**config.mk**
```make
export PLATFORM = sky130hd
export DESIGN_NAME = dual_slope_seq
export DESIGN_NICKNAME = d
export VERILOG_FILES = /design/src/rtl/dual_slope_seq.sv
export SDC_FILE = /design/constraint.sdc
export NUM_CORES = 1
export LEC_CHECK = 0
export BUFFER_PORTS_ARGS = -buffer_cell sky130_fd_sc_hd__buf_2
export CAP_MARGIN = 20
export CORE_UTILIZATION = 60
export CTS_CLUSTER_SIZE = 40
export DETAILED_ROUTE_END_ITERATION = 10
export GPL_TIMING_DRIVEN = 0
export PLACE_DENSITY = 0.81
export SYNTH_ARGS = -nofsm -noshare
export SYNTH_HDL_FRONTEND = slang
export SYNTH_SLANG_ARGS = --single-unit
```
**constraint.sdc**
```tcl
create_clock -name clk -period 5.7 [get_ports clk]
set_input_delay 0.57 -clock clk [delete_from_list [all_inputs] [get_ports clk]]
set_output_delay 0.57 -clock clk [all_outputs]
set_load 0.02 [all_outputs]
```
**src/rtl/dual_slope_seq.sv**
```systemverilog
module dual_slope_seq #(
  parameter int AZ_CLKS   = 123093,
  parameter int INT_CLKS  = 123093,
  parameter int IZ_CLKS   = 1843,
  parameter int DEINT_MAX = 246185,
  localparam int PH_A     = (AZ_CLKS > INT_CLKS) ? AZ_CLKS : INT_CLKS,
  localparam int PH_B     = (PH_A > IZ_CLKS) ? PH_A : IZ_CLKS,
  localparam int PH_MAX   = (PH_B > DEINT_MAX) ? PH_B : DEINT_MAX,
  localparam int CW       = $clog2(PH_MAX + 1)
) (
  input  logic          clk,
  input  logic          rst_n,
  input  logic          start,
  input  logic          cont_mode,
  input  logic          comp_in,
  output logic          phase_a,
  output logic          phase_b,
  output logic          done,
  output logic [CW-1:0] result_count,
  output logic          result_neg,
  output logic          result_over
);

  typedef enum logic [2:0] {S_IDLE, S_AZ, S_INT, S_DEI, S_IZ} st_t;

  st_t           st;
  logic [CW-1:0] tick;
  logic          s1, s2, s3;
  logic          sign_q;

  wire           fall    = s3 & ~s2;
  wire [CW-1:0]  nxt     = tick + 1'b1;
  wire           last_az = (tick == CW'(AZ_CLKS - 1));
  wire           last_in = (tick == CW'(INT_CLKS - 1));
  wire           last_iz = (tick == CW'(IZ_CLKS - 1));
  wire           at_cap  = (nxt == CW'(DEINT_MAX));

  assign phase_a = (st == S_INT) || (st == S_DEI);
  assign phase_b = (st == S_DEI) || (st == S_IZ);

  always_ff @(posedge clk or negedge rst_n) begin
    if (!rst_n) begin
      st           <= S_IDLE;
      tick         <= '0;
      s1           <= 1'b0;
      s2           <= 1'b0;
      s3           <= 1'b0;
      sign_q       <= 1'b0;
      done         <= 1'b0;
      result_count <= '0;
      result_neg   <= 1'b0;
      result_over  <= 1'b0;
    end else begin
      s1   <= comp_in;
      s2   <= s1;
      s3   <= s2;
      done <= 1'b0;
      case (st)
        S_IDLE: begin
          tick <= '0;
          if (start) st <= S_AZ;
        end
        S_AZ: begin
          if (last_az) begin
            st   <= S_INT;
            tick <= '0;
          end else tick <= nxt;
        end
        S_INT: begin
          if (last_in) begin
            st     <= S_DEI;
            tick   <= '0;
            sign_q <= ~s2;
          end else tick <= nxt;
        end
        S_DEI: begin
          if (fall || at_cap) begin
            st           <= S_IZ;
            tick         <= '0;
            done         <= 1'b1;
            result_count <= nxt;
            result_neg   <= sign_q;
            result_over  <= ~fall;
          end else tick <= nxt;
        end
        S_IZ: begin
          if (last_iz) begin
            st   <= cont_mode ? S_AZ : S_IDLE;
            tick <= '0;
          end else tick <= nxt;
        end
        default: st <= S_IDLE;
      endcase
    end
  end

  p_int_next_r1: assert property (@(posedge clk) disable iff (!rst_n)
    ({phase_a, phase_b} == 2'b10) |=> ({phase_a, phase_b} == 2'b10 || {phase_a, phase_b} == 2'b11));

  p_dei_next_r1: assert property (@(posedge clk) disable iff (!rst_n)
    ({phase_a, phase_b} == 2'b11) |=> ({phase_a, phase_b} == 2'b11 || {phase_a, phase_b} == 2'b01));

  p_iz_next_r1: assert property (@(posedge clk) disable iff (!rst_n)
    ({phase_a, phase_b} == 2'b01) |=> ({phase_a, phase_b} == 2'b01 || {phase_a, phase_b} == 2'b00));

  p_cap_r4: assert property (@(posedge clk) disable iff (!rst_n)
    (st == S_DEI) |-> (tick < CW'(DEINT_MAX)));

  p_over_count_r4: assert property (@(posedge clk) disable iff (!rst_n)
    (done && result_over) |-> (result_count == CW'(DEINT_MAX)));

  p_done_pulse_r6: assert property (@(posedge clk) disable iff (!rst_n)
    done |=> !done);

  p_done_phase_r6: assert property (@(posedge clk) disable iff (!rst_n)
    done |-> ({phase_a, phase_b} == 2'b01));

  p_hold_r6: assert property (@(posedge clk) disable iff (!rst_n)
    !done |-> ($stable(result_count) && $stable(result_neg) && $stable(result_over)));

  p_start_r8: assert property (@(posedge clk) disable iff (!rst_n)
    (st == S_IDLE && start) |=> (st == S_AZ));

endmodule

```
==> results of run 1 <==
==> worst max-delay path, cell delays in order (launching register included) <==
cell and delay (ns):
dfrtp_1 0.50, ha_1 0.23, buf_2 0.17, nand3_1 0.10, nor3_1 0.09, or3b_2 0.45
a22oi_1 0.34, a31oi_2 0.22, nor3_4 0.53, mux2_4 0.34
==> layout make-up <==
type                       count  area (µm²)
multi-input combinational    209        1430
fill                         340        1320
sequential                    46        1150
timing repair buffer          28         155
buffer                        25         123
clock buffer                   7        86.3
tap                           52        65.1
inverter                       6        22.5
clock inverter                 1        5.00
==> layout by cell type, fill, tap and decap left out, types with 9 or more instances in the layout <==
cell	instances
nor2_1	10
clkbuf_1	10
o21ai_0	17
dfrtp_1	46
nand2_1	32
mux2_2	19
nor3_1	9
buf_2	38
nand3_1	17
==> through the flow <==
step           util (%)  instance area, µm²  cells  setup slack (ns)  power (mW)
2_1_floorplan         -                2720    286              3.14       0.472
3_3_place_gp       67.2                2920    365              2.69       0.518
3_5_place_dp       67.2                2920    365              2.68       0.520
4_1_cts            69.3                3020    373              2.67       0.724
5_1_grt            69.7                3040    374              2.52       0.757
6_report           69.7                3040    374              2.62       0.725
==> power by group <==
part,internal (mW),switching [mW],total (mW)
combinational,0.0595,0.109,0.169
clock,0.0979,0.107,0.205
sequential,0.338,0.0135,0.351
==> layer usage <==
metal	wire (µm)	vias to the layer above
li1	-	1107
met1	2690	1109
met2	3010	94
met3	426	19
met4	164	0
met5	0	-
==> cell families (layout without fill, tap and decap cells) <==
logic type      Yosys count  in the layout  synth area share [%]
xor+xnor                 14             14                  4.50
buf+inv                  31             67                  5.33
flops                    46             46                  42.3
fa+ha+maj                 3              3                  1.38
simple gates            122            122                  26.1
compound gates           50             50                  12.0
mux                      20             20                  8.41
==> how the worst max path moves through the flow <==
| stage | start | to | depth (start not counted) |
|---|---|---|---|
| 5_1_grt | tick[1] | st[0] | 9 |
| 6_report | tick[1] | st[0] | 9 |
| 4_1_cts | tick[1] | st[0] | 9 |
| 3_3_place_gp | tick[1] | st[0] | 9 |
| 2_1_floorplan | tick[1] | st[0] | 9 |
| 3_5_place_dp | tick[1] | st[0] | 9 |
==> impl_results.md, run 1 <==
* Number of flops mapped to enable cells by yosys at 0
* GR met2 Demand/Resource at a little under half
* CTS tree: yes
* I/O Pins at 28
* Synth cell types at 50
* Die area at roughly 4800 µm²
* Port Buf Inserts at 27
* GRT met3 Usage at roughly 3.5%
* Synth top area cells: dfrtp_1 42%, mux2_2 7.9%, nand2_1 4.4%
* GR Util All Layers at between 20 and 30%
* Top cells by count, synth: 46 x dfrtp_1, 32 x nand2_1, 19 x mux2_2
* Syn Inst Count at 286
* Crit-path max FO at 10
* Worst-case clock buffer depth at 2
* Mapped Nets at 294
* Initial antenna violation count at 0
* CTS HTree Levels at 2
* F_max at approximately 320 MHz
* Share of cells above drive strength 1 at about 27%
* Register area share after synthesis at between 40% and 50%
* Hpwl dp at around 4.5 mm
* GR peak layer: met2
* Via Count at between 2000 and 2500
* RR Endpoint: st[0]
* Avg Inst Size Synth at between 9 and 10 µm²
* DR WL/cell at 16.8 µm
* Flop-to-flop setup slack at 2.62 ns
* Peak supply drop at around 150 µV
* Rows at 24
* First-pass GRT wire length at between 10 and 15 mm
* RSZ-0062 raised after global routing: no
* Detail Route Antenna Nets at 0
* Clock sinks at 46
* R2r worst-path depth at 9
* Max-Cap Viols at 0
* Rel. slew slack at around 44%
* Die width at around 70 µm
* Number of CTS-inserted buffers at 5
* DRT iter0 DRCs at between 200 and 250
* Worst Hold Class: primary input to asynchronous set/reset pin
* Final hold violation count at 0
* WL final at about 6.3 mm
* Top flop regs: result_count x18, tick x18, st x3
* Largest net degree at the start of global routing at 47
* Top-count cell post-synth: dfrtp_1
* Core area at between 4000 and 5000 µm²
* Vert. Die Dim at just under 70 µm
* Post-cts resize count at 0
* Register bit total from synthesis at 46
* Top FF cell, synth: dfrtp_1
* Cell taking the most area after synthesis: dfrtp_1
* CP Data Required Time at roughly 6 ns
* Nets at about 330
* Endpoint class of the critical path: register
* Clk_lat worst skew at 0.30 ns
* Mean number of vias per cell at around 6.2
* Vias in the first global route at around 2200
* Number of diodes at 0
* Area Growth Syn to Fin at 11.4%
* Yosys top cell area share at a little over two fifths
* Met1 track utilization from global routing at 39.1%
* Critical setup path kind: register to register
* Initial Util at a little over three fifths
* Fin crit share at about 54%
* First drt pass iteration count at 5
* Mapped cell area at ~2700 µm²
* Post-CTS setup buffer count at 0
* Worst-path clk slew at around 0.090 ns
* Status: finished, final reports clean
* Pleak at ~1.5 nW
* Count of pins over their slew limit at 0
* CTS root buffer: clkbuf_8
* Warnings, synthesis at 0
* Period minus WS final at 3.08 ns
* Final worst hold slack at slightly below 0.2 ns
* Startpoint types: register
* R2R Path Start: tick[1]
* CP arrival at 3.27 ns
* Cts hold-fix bufs at 0
* PwrDens at 239 nW/µm²
* Residual DRC at 0
* TNS Setup at 0 ns
* Gr ovfl total at 0
* Worst Skew at 0.0105 ns
* Worst-margin pin slew at just over 0.8 ns
* FFs w/ async S/R, synth at 100%
* Final setup violation count at 0
* GP Congestion at 0.938
No activity file was read; power rests on OpenSTA's default activity.
==> run 2: changes to the inputs <==
--- a/config.mk
+++ b/config.mk
@@ -5,13 +5,14 @@
 export SDC_FILE = /design/constraint.sdc
 export NUM_CORES = 1
 export LEC_CHECK = 0
+export ABC_AREA = 1
 export BUFFER_PORTS_ARGS = -buffer_cell sky130_fd_sc_hd__buf_2
 export CAP_MARGIN = 20
-export CORE_UTILIZATION = 60
+export CORE_UTILIZATION = 58
 export CTS_CLUSTER_SIZE = 40
 export DETAILED_ROUTE_END_ITERATION = 10
 export GPL_TIMING_DRIVEN = 0
-export PLACE_DENSITY = 0.81
+export PLACE_DENSITY = 0.79
 export SYNTH_ARGS = -nofsm -noshare
 export SYNTH_HDL_FRONTEND = slang
 export SYNTH_SLANG_ARGS = --single-unit
==> constraint.sdc (replaced) <==
create_clock -name clk -period 3.05 [get_ports clk]
set_input_delay 0.305 -clock clk [delete_from_list [all_inputs] [get_ports clk]]
set_output_delay 0.305 -clock clk [all_outputs]
set_load 0.02 [all_outputs]
==> run 2 against run 1 <==
  * Final area shrank 8.0%
  * Global-route usage increased by 0.26 points
  * Combinational power increased to 3.5 times the previous value
  * Clock power up 130%
  * Clock skew shrank 0.0032 ns
  * Sequential share of layout area is 3.3 points higher
==> impl_results.md, run 2 <==
* Status: finished, final reports clean
* Count of pins over their slew limit at 0
* Top FF cell, synth: dfrtp_1
* CP Data Required Time at 3.23 ns
* Clock sinks at 46
* GR Util All Layers at between 20% and 30%
* Mux cell area share after synthesis at 0%
* CTS tree: yes
* Clk_lat worst skew at roughly 0.31 ns
* Die area at ~4500 µm²
* WL final at ~5.7 mm
* Register bit total from synthesis at 46
* Vias in the first global route at about 2000
* Final setup violation count at 0
* FFs w/ async S/R, synth at 100%
* Final Cell Area at roughly 2800 µm²
* Port Buf Inserts at 27
* Commonest non-fill, non-tap cell in the layout: nand2_1
* Pleak at approximately 1.4 nW
* Gr ovfl total at 0
* Peak supply drop at around 450 µV
* Final WS setup at roughly 0.56 ns
* DP Area at roughly 2600 µm²
* Core area at 4030 µm²
* Post-synthesis adder-cell area fraction at about 1.5%
* Crit-path most repeated cell: nand2_1
* Hpwl dp at roughly 4.3 mm
* Worst-path clk slew at roughly 0.090 ns
* Endpoint class of the critical path: register
* Xor-xnor portion of the synthesized cell area at less than 1%
* Slowest CP cell: dfrtp_1
* Post-cts resize count at 0
* TNS Setup at 0 ns
* DR WL/cell at approximately 13 µm
* Crit-path max FO at 10
* Synth top area cells: dfrtp_1 47%, nand2_1 21%, inv_1 6.0%
* CTS root buffer: clkbuf_8
* Critical setup path kind: register to register
* Commonest non-fill, non-tap cells in the layout: 135 x nand2_1, 46 x dfrtp_1, 39 x inv_1, 30 x nor2_1, 29 x buf_2
* Die width at about 67 µm
* Syn Inst Count at ~340
* Final hold violation count at 0
* Period minus WS final at about 2.5 ns
* Total Power at approximately 1.8 mW
* Final-layout fill cell count at between 300 and 400
* DRT iter0 DRCs at between 150 and 200
* Setup Slack @ Placement at 0.621 ns
* PwrDens at around 640 nW/µm²
* Share of cells above drive strength 1 at between 10% and 20%
* Sequence of cells on the critical path: ha_1, nand3_1, nor2_1, nand3_1, nand2_1, nand2_1, nor2_1, nand2_1, nor2_1, nand2_1, nand3_2, nand2_4, buf_6, nand2_1, o21ai_0
* Synth Area in Compound Gates at 6.18%
* Simple-gate portion of the synthesized area at 36.6%
* Synth cell types at 25
* Area Growth Syn to Fin at 13.9%
* Startpoint types: register
* CTS HTree Levels at 2
* Detail Route Antenna Nets at 0
* Worst Hold Class: primary input to register
* First-pass GRT wire length at 9.28 mm
* Register area share after synthesis at between 40% and 50%
* Top cells by count, synth: 135 x nand2_1, 46 x dfrtp_1, 39 x inv_1
* Worst Skew at ~0.0073 ns
* F_max at approximately 400 MHz
* Mapped cell area at 2450 µm²
* Cell taking the most area after synthesis: dfrtp_1
* Post-Layout Cell Count at 426
* Number of diodes at 0
* Number of flops mapped to enable cells by yosys at 0
* Placed Cells at ~420
* Fin crit share at 81.8%
* Top-count cell post-synth: nand2_1
* Worst-margin pin slew at 0.478 ns
* Max-Cap Viols at 0
* Rows at 23
* RSZ-0062 raised after global routing: no
* Number of CTS-inserted buffers at 5
* Mapped Nets at roughly 350
* Warnings, synthesis at 0
* Combinational family with the most area after synthesis: simple AND/OR/NAND/NOR gates
* Via Count at ~2300
* Max incr delay on CP at 0.44 ns
* Avg Inst Size Synth at 7.23 µm²
* I/O Pins at 28
* CP arrival at approximately 2.7 ns
* Initial antenna violation count at 0
* Top flop regs: result_count x18, tick x18, st x3
* Final worst hold slack at 0.0962 ns
* Initial Util at between 60% and 70%
* Vert. Die Dim at between 60 and 70 µm
* Largest net degree at the start of global routing at 47
* Final cell utilization of the core at 69.3%
* Residual DRC at 0
* Nets at 383
* First drt pass iteration count at 5
* Yosys top cell area share at roughly 47%
* GP Congestion at 0.901
* Mean number of vias per cell at 5.42
* Rel. slew slack at roughly two thirds
* Worst-case clock buffer depth at 2
==> run 2: cell families after synthesis <==
group,after synthesis
AO/OA/AOI/OAI,30
XOR/XNOR,1
adder cells (fa/ha/maj),3
buffers and inverters,47
flip-flops,46
AND/OR/NAND/NOR,212
==> run 2: layout make-up <==
class	instances	area (µm²)	area share (%)
Sequential cell	46	1150	41.2
Clock buffer	5	68.8	2.47
Tap cell	50	62.6	2.24
Inverter	40	150	5.38
Multi-Input combinational cell	246	1090	39.2
Clock inverter	3	43.8	1.57
Timing Repair Buffer	29	165	5.92
Buffer	7	55.1	1.97
==> run 2: final timing paths <==
| kind | from | to | slack (ns) | cells after the start |
|---|---|---|---|---|
| worst min-delay path | comp_in | s1 | 0.1 | 1 |
| max in group asynchronous | rst_n | tick[10] | 2.16 | 3 |
| worst min register to register | s1 | s2 | 0.37 | 0 |
| min in group asynchronous | rst_n | tick[1] | 0.41 | 2 |
| worst max register to register | tick[1] | tick[12] | 0.56 | 15 |
| worst max-delay path | tick[1] | tick[12] | 0.56 | 15 |
==> run 2: worst max-delay path: cells and delay by family, from the launching register on <==
family / cells / cell delay, ns
simple gates: 12 / 1.44
flops: 1 / 0.44
fa+ha+maj: 1 / 0.24
buf+inv: 1 / 0.16
compound gates: 1 / 0.08
==> run 2: power by group <==
| part | internal, mW | leakage, nW | switching (mW) |
|---|---|---|---|
| Sequential | 0.675 | 0.624 | 0.0527 |
| Clock | 0.246 | 0.0585 | 0.225 |
| Combinational | 0.188 | 0.742 | 0.404 |
| Total | 1.11 | 1.42 | 0.681 |
==> run 2: per-layer routing <==
| metal | track usage [%] | up-vias | wire length (µm) |
|---|---|---|---|
| met5 | 0 | - | 0 |
| met3 | 5.82 | 14 | 378 |
| li1 | - | 1136 | - |
| met1 | 36.0 | 1079 | 2480 |
| met2 | 46.1 | 80 | 2690 |
| met4 | 12.8 | 0 | 150 |
==> run 2: repair_timing <==
action | CTS | global route
endpoints found under the hold margin | 0 | 11
hold buffers | 0 | 1
setup buffers | 0 | 0
==> run 3: changes to the inputs <==
--- a/config.mk
+++ b/config.mk
@@ -5,14 +5,14 @@
 export SDC_FILE = /design/constraint.sdc
 export NUM_CORES = 1
 export LEC_CHECK = 0
-export ABC_AREA = 1
+export ABC_AREA = 0
 export BUFFER_PORTS_ARGS = -buffer_cell sky130_fd_sc_hd__buf_2
 export CAP_MARGIN = 20
-export CORE_UTILIZATION = 58
+export CORE_UTILIZATION = 59
 export CTS_CLUSTER_SIZE = 40
 export DETAILED_ROUTE_END_ITERATION = 10
 export GPL_TIMING_DRIVEN = 0
-export PLACE_DENSITY = 0.79
+export PLACE_DENSITY = 0.8
 export SYNTH_ARGS = -nofsm -noshare
 export SYNTH_HDL_FRONTEND = slang
 export SYNTH_SLANG_ARGS = --single-unit
==> constraint.sdc (replaced) <==
create_clock -name clk -period 2.4 [get_ports clk]
set_input_delay 0.24 -clock clk [delete_from_list [all_inputs] [get_ports clk]]
set_output_delay 0.24 -clock clk [all_outputs]
set_load 0.02 [all_outputs]
==> run 3 against run 2 <==
  * Critical path type unchanged
  * Fmax shrank 5.1%
  * Critical path depth fell by 6
  * Sequential power rose by 14%
  * Clock-buffer cell count unchanged
  * Critical endpoint is now tick[3]
  * Final area increased by 28%
  * Sequential cell count is the same
  * The run now ends with negative setup slack left
  * Largest power group unchanged
  * Final cell count is 7.0% lower
==> impl_results.md, run 3 (synthesized netlist as in run 1, its figures left out) <==
* Status: finished, violations left
* Failing checks: negative setup slack
* Fin crit share at 109%
* Final-layout fill cell count at around 260
* DRT iter0 DRCs at roughly 240
* Die width at 69.9 µm
* Worst Hold Class: primary input to register
* RSZ-0062 raised after global routing: yes
* Critical setup path kind: register to register
* Hold path start: comp_in
* Port Buf Inserts at 27
* Final setup violation count at 39
* Rows at 24
* Flop-to-flop setup slack at -0.23 ns
* Min-Delay Path Depth at 1
* Clock sinks at 46
* Mean number of vias per cell at between 6 and 7
* F_max at between 300 and 400 MHz
* Initial Util at about 62%
* Startpoint types: register
* Number of CTS-inserted buffers at 5
* Vias in the first global route at roughly 2400
* Vert. Die Dim at around 70 µm
* R2R Path Start: tick[13]
* First drt pass iteration count at 5
* Clk_lat worst skew at 0.32 ns
* Pleak at 1.67 nW
* Area Growth Syn to Fin at 31.4%
* Worst-path clk slew at 0.10 ns
* First-pass GRT wire length at approximately 12 mm
* Residual DRC at 0
* Commonest non-fill, non-tap cells in the layout: 43 x dfrtp_1, 32 x nand2_1, 31 x buf_2, 22 x buf_4, 20 x mux2_4
* Crit-path max FO at 10
* Core area at approximately 4400 µm²
* Final worst hold slack at around 0.023 ns
* Detail Route Antenna Nets at 0
* Number of diodes at 0
* Commonest non-fill, non-tap cell in the layout: dfrtp_1
* GR Util All Layers at 32.9%
* Worst-case clock buffer depth at 2
* Gr ovfl total at 0
* I/O Pins at 28
* Peak supply drop at ~380 µV
* Die area at around 4900 µm²
* Final hold violation count at 0
* Hpwl dp at 4.56 mm
* CTS root buffer: clkbuf_8
* Worst-margin pin slew at 0.923 ns
* Largest net degree at the start of global routing at 47
* R2r worst-path depth at 9
* Period minus WS final at 2.63 ns
* WL final at 7.99 mm
* Max-Cap Viols at 0
* RR Endpoint: tick[3]
* WHS Endpoint: s1
* Share of cells above drive strength 1 at about two fifths
* Final WS setup at -0.228 ns
* CTS HTree Levels at 2
* GP Congestion at between 0.9 and 1
* Endpoint class of the critical path: register
* CP arrival at 2.82 ns
* PwrDens at around 610 nW/µm²
* DR WL/cell at ~20 µm
* TNS Setup at -6.50 ns
* Worst Skew at between 0.01 and 0.015 ns
* Count of pins over their slew limit at 0
* Nets at ~350
* CP Data Required Time at approximately 2.6 ns
* Via Count at 2577
* Setup Slack @ Placement at -0.386 ns
* Top flop regs: result_count x18, tick x18, st x3
* Rel. slew slack at around 38%
* Initial antenna violation count at 0
* CTS tree: yes
## run 3: stage by stage
stage / cells / total power [mW] / utilization [%] / area, µm²
after floorplan: 286 / 1.13 / - / 2780
after global placement: 365 / 1.23 / 68.0 / 2980
after detailed placement: 365 / 1.25 / 68.0 / 2980
after CTS: 392 / 2.08 / 78.8 / 3450
after global routing: 396 / 2.24 / 81.6 / 3580
final: 396 / 2.17 / 81.6 / 3580
## run 3: worst max path at each step
stage | start | slack [ns] | to
3_5_place_dp | tick[1] | -0.39 | st[0]
2_1_floorplan | tick[1] | -0.008 | result_count[10]
3_3_place_gp | tick[1] | -0.36 | st[0]
6_report | tick[13] | -0.23 | tick[3]
5_1_grt | tick[0] | -0.30 | tick[3]
4_1_cts | tick[0] | -0.13 | tick[2]
## run 3: layout make-up
type	count	area (µm²)	share of cell area, %
inverter	6	22.5	0.629
sequential	46	1150	32.3
buffer	23	151	4.23
clock inverter	3	68.8	1.92
tap	52	65.1	1.82
multi-input combinational	209	1690	47.1
clock buffer	5	68.8	1.92
timing repair buffer	52	360	10.1
## run 3: per-layer routing
metal  wire length (µm)  share of wire (%)  global-route usage, %
met1               3390                 42                   44.6
met5                  0                  0                      0
met3                526                6.6                   5.77
met2               3860                 48                   52.6
met4                215                2.7                   13.1
## run 3: timing repair
action,CTS,global route
pin swaps,15,6
endpoints found under the hold margin,0,16
setup buffers,18,4
cloned,3,0
hold buffers,0,1
endpoints found under the setup margin,39,41
gates resized for setup,50,22
## run 3: power by group
| group | internal (mW) | switching (mW) |
|---|---|---|
| clock | 0.417 | 0.295 |
| combinational | 0.275 | 0.353 |
| sequential | 0.804 | 0.0271 |
| total | 1.50 | 0.675 |
## run 3: worst max-delay path, stage by stage (launching register included)
cell	delay [ns]
dfrtp_1	0.38
buf_4	0.18
nor4_1	0.46
nand3b_1	0.20
nor3_4	0.26
nor2_1	0.13
buf_2	0.23
nor4_4	0.37
buf_4	0.22
o32ai_1	0.08
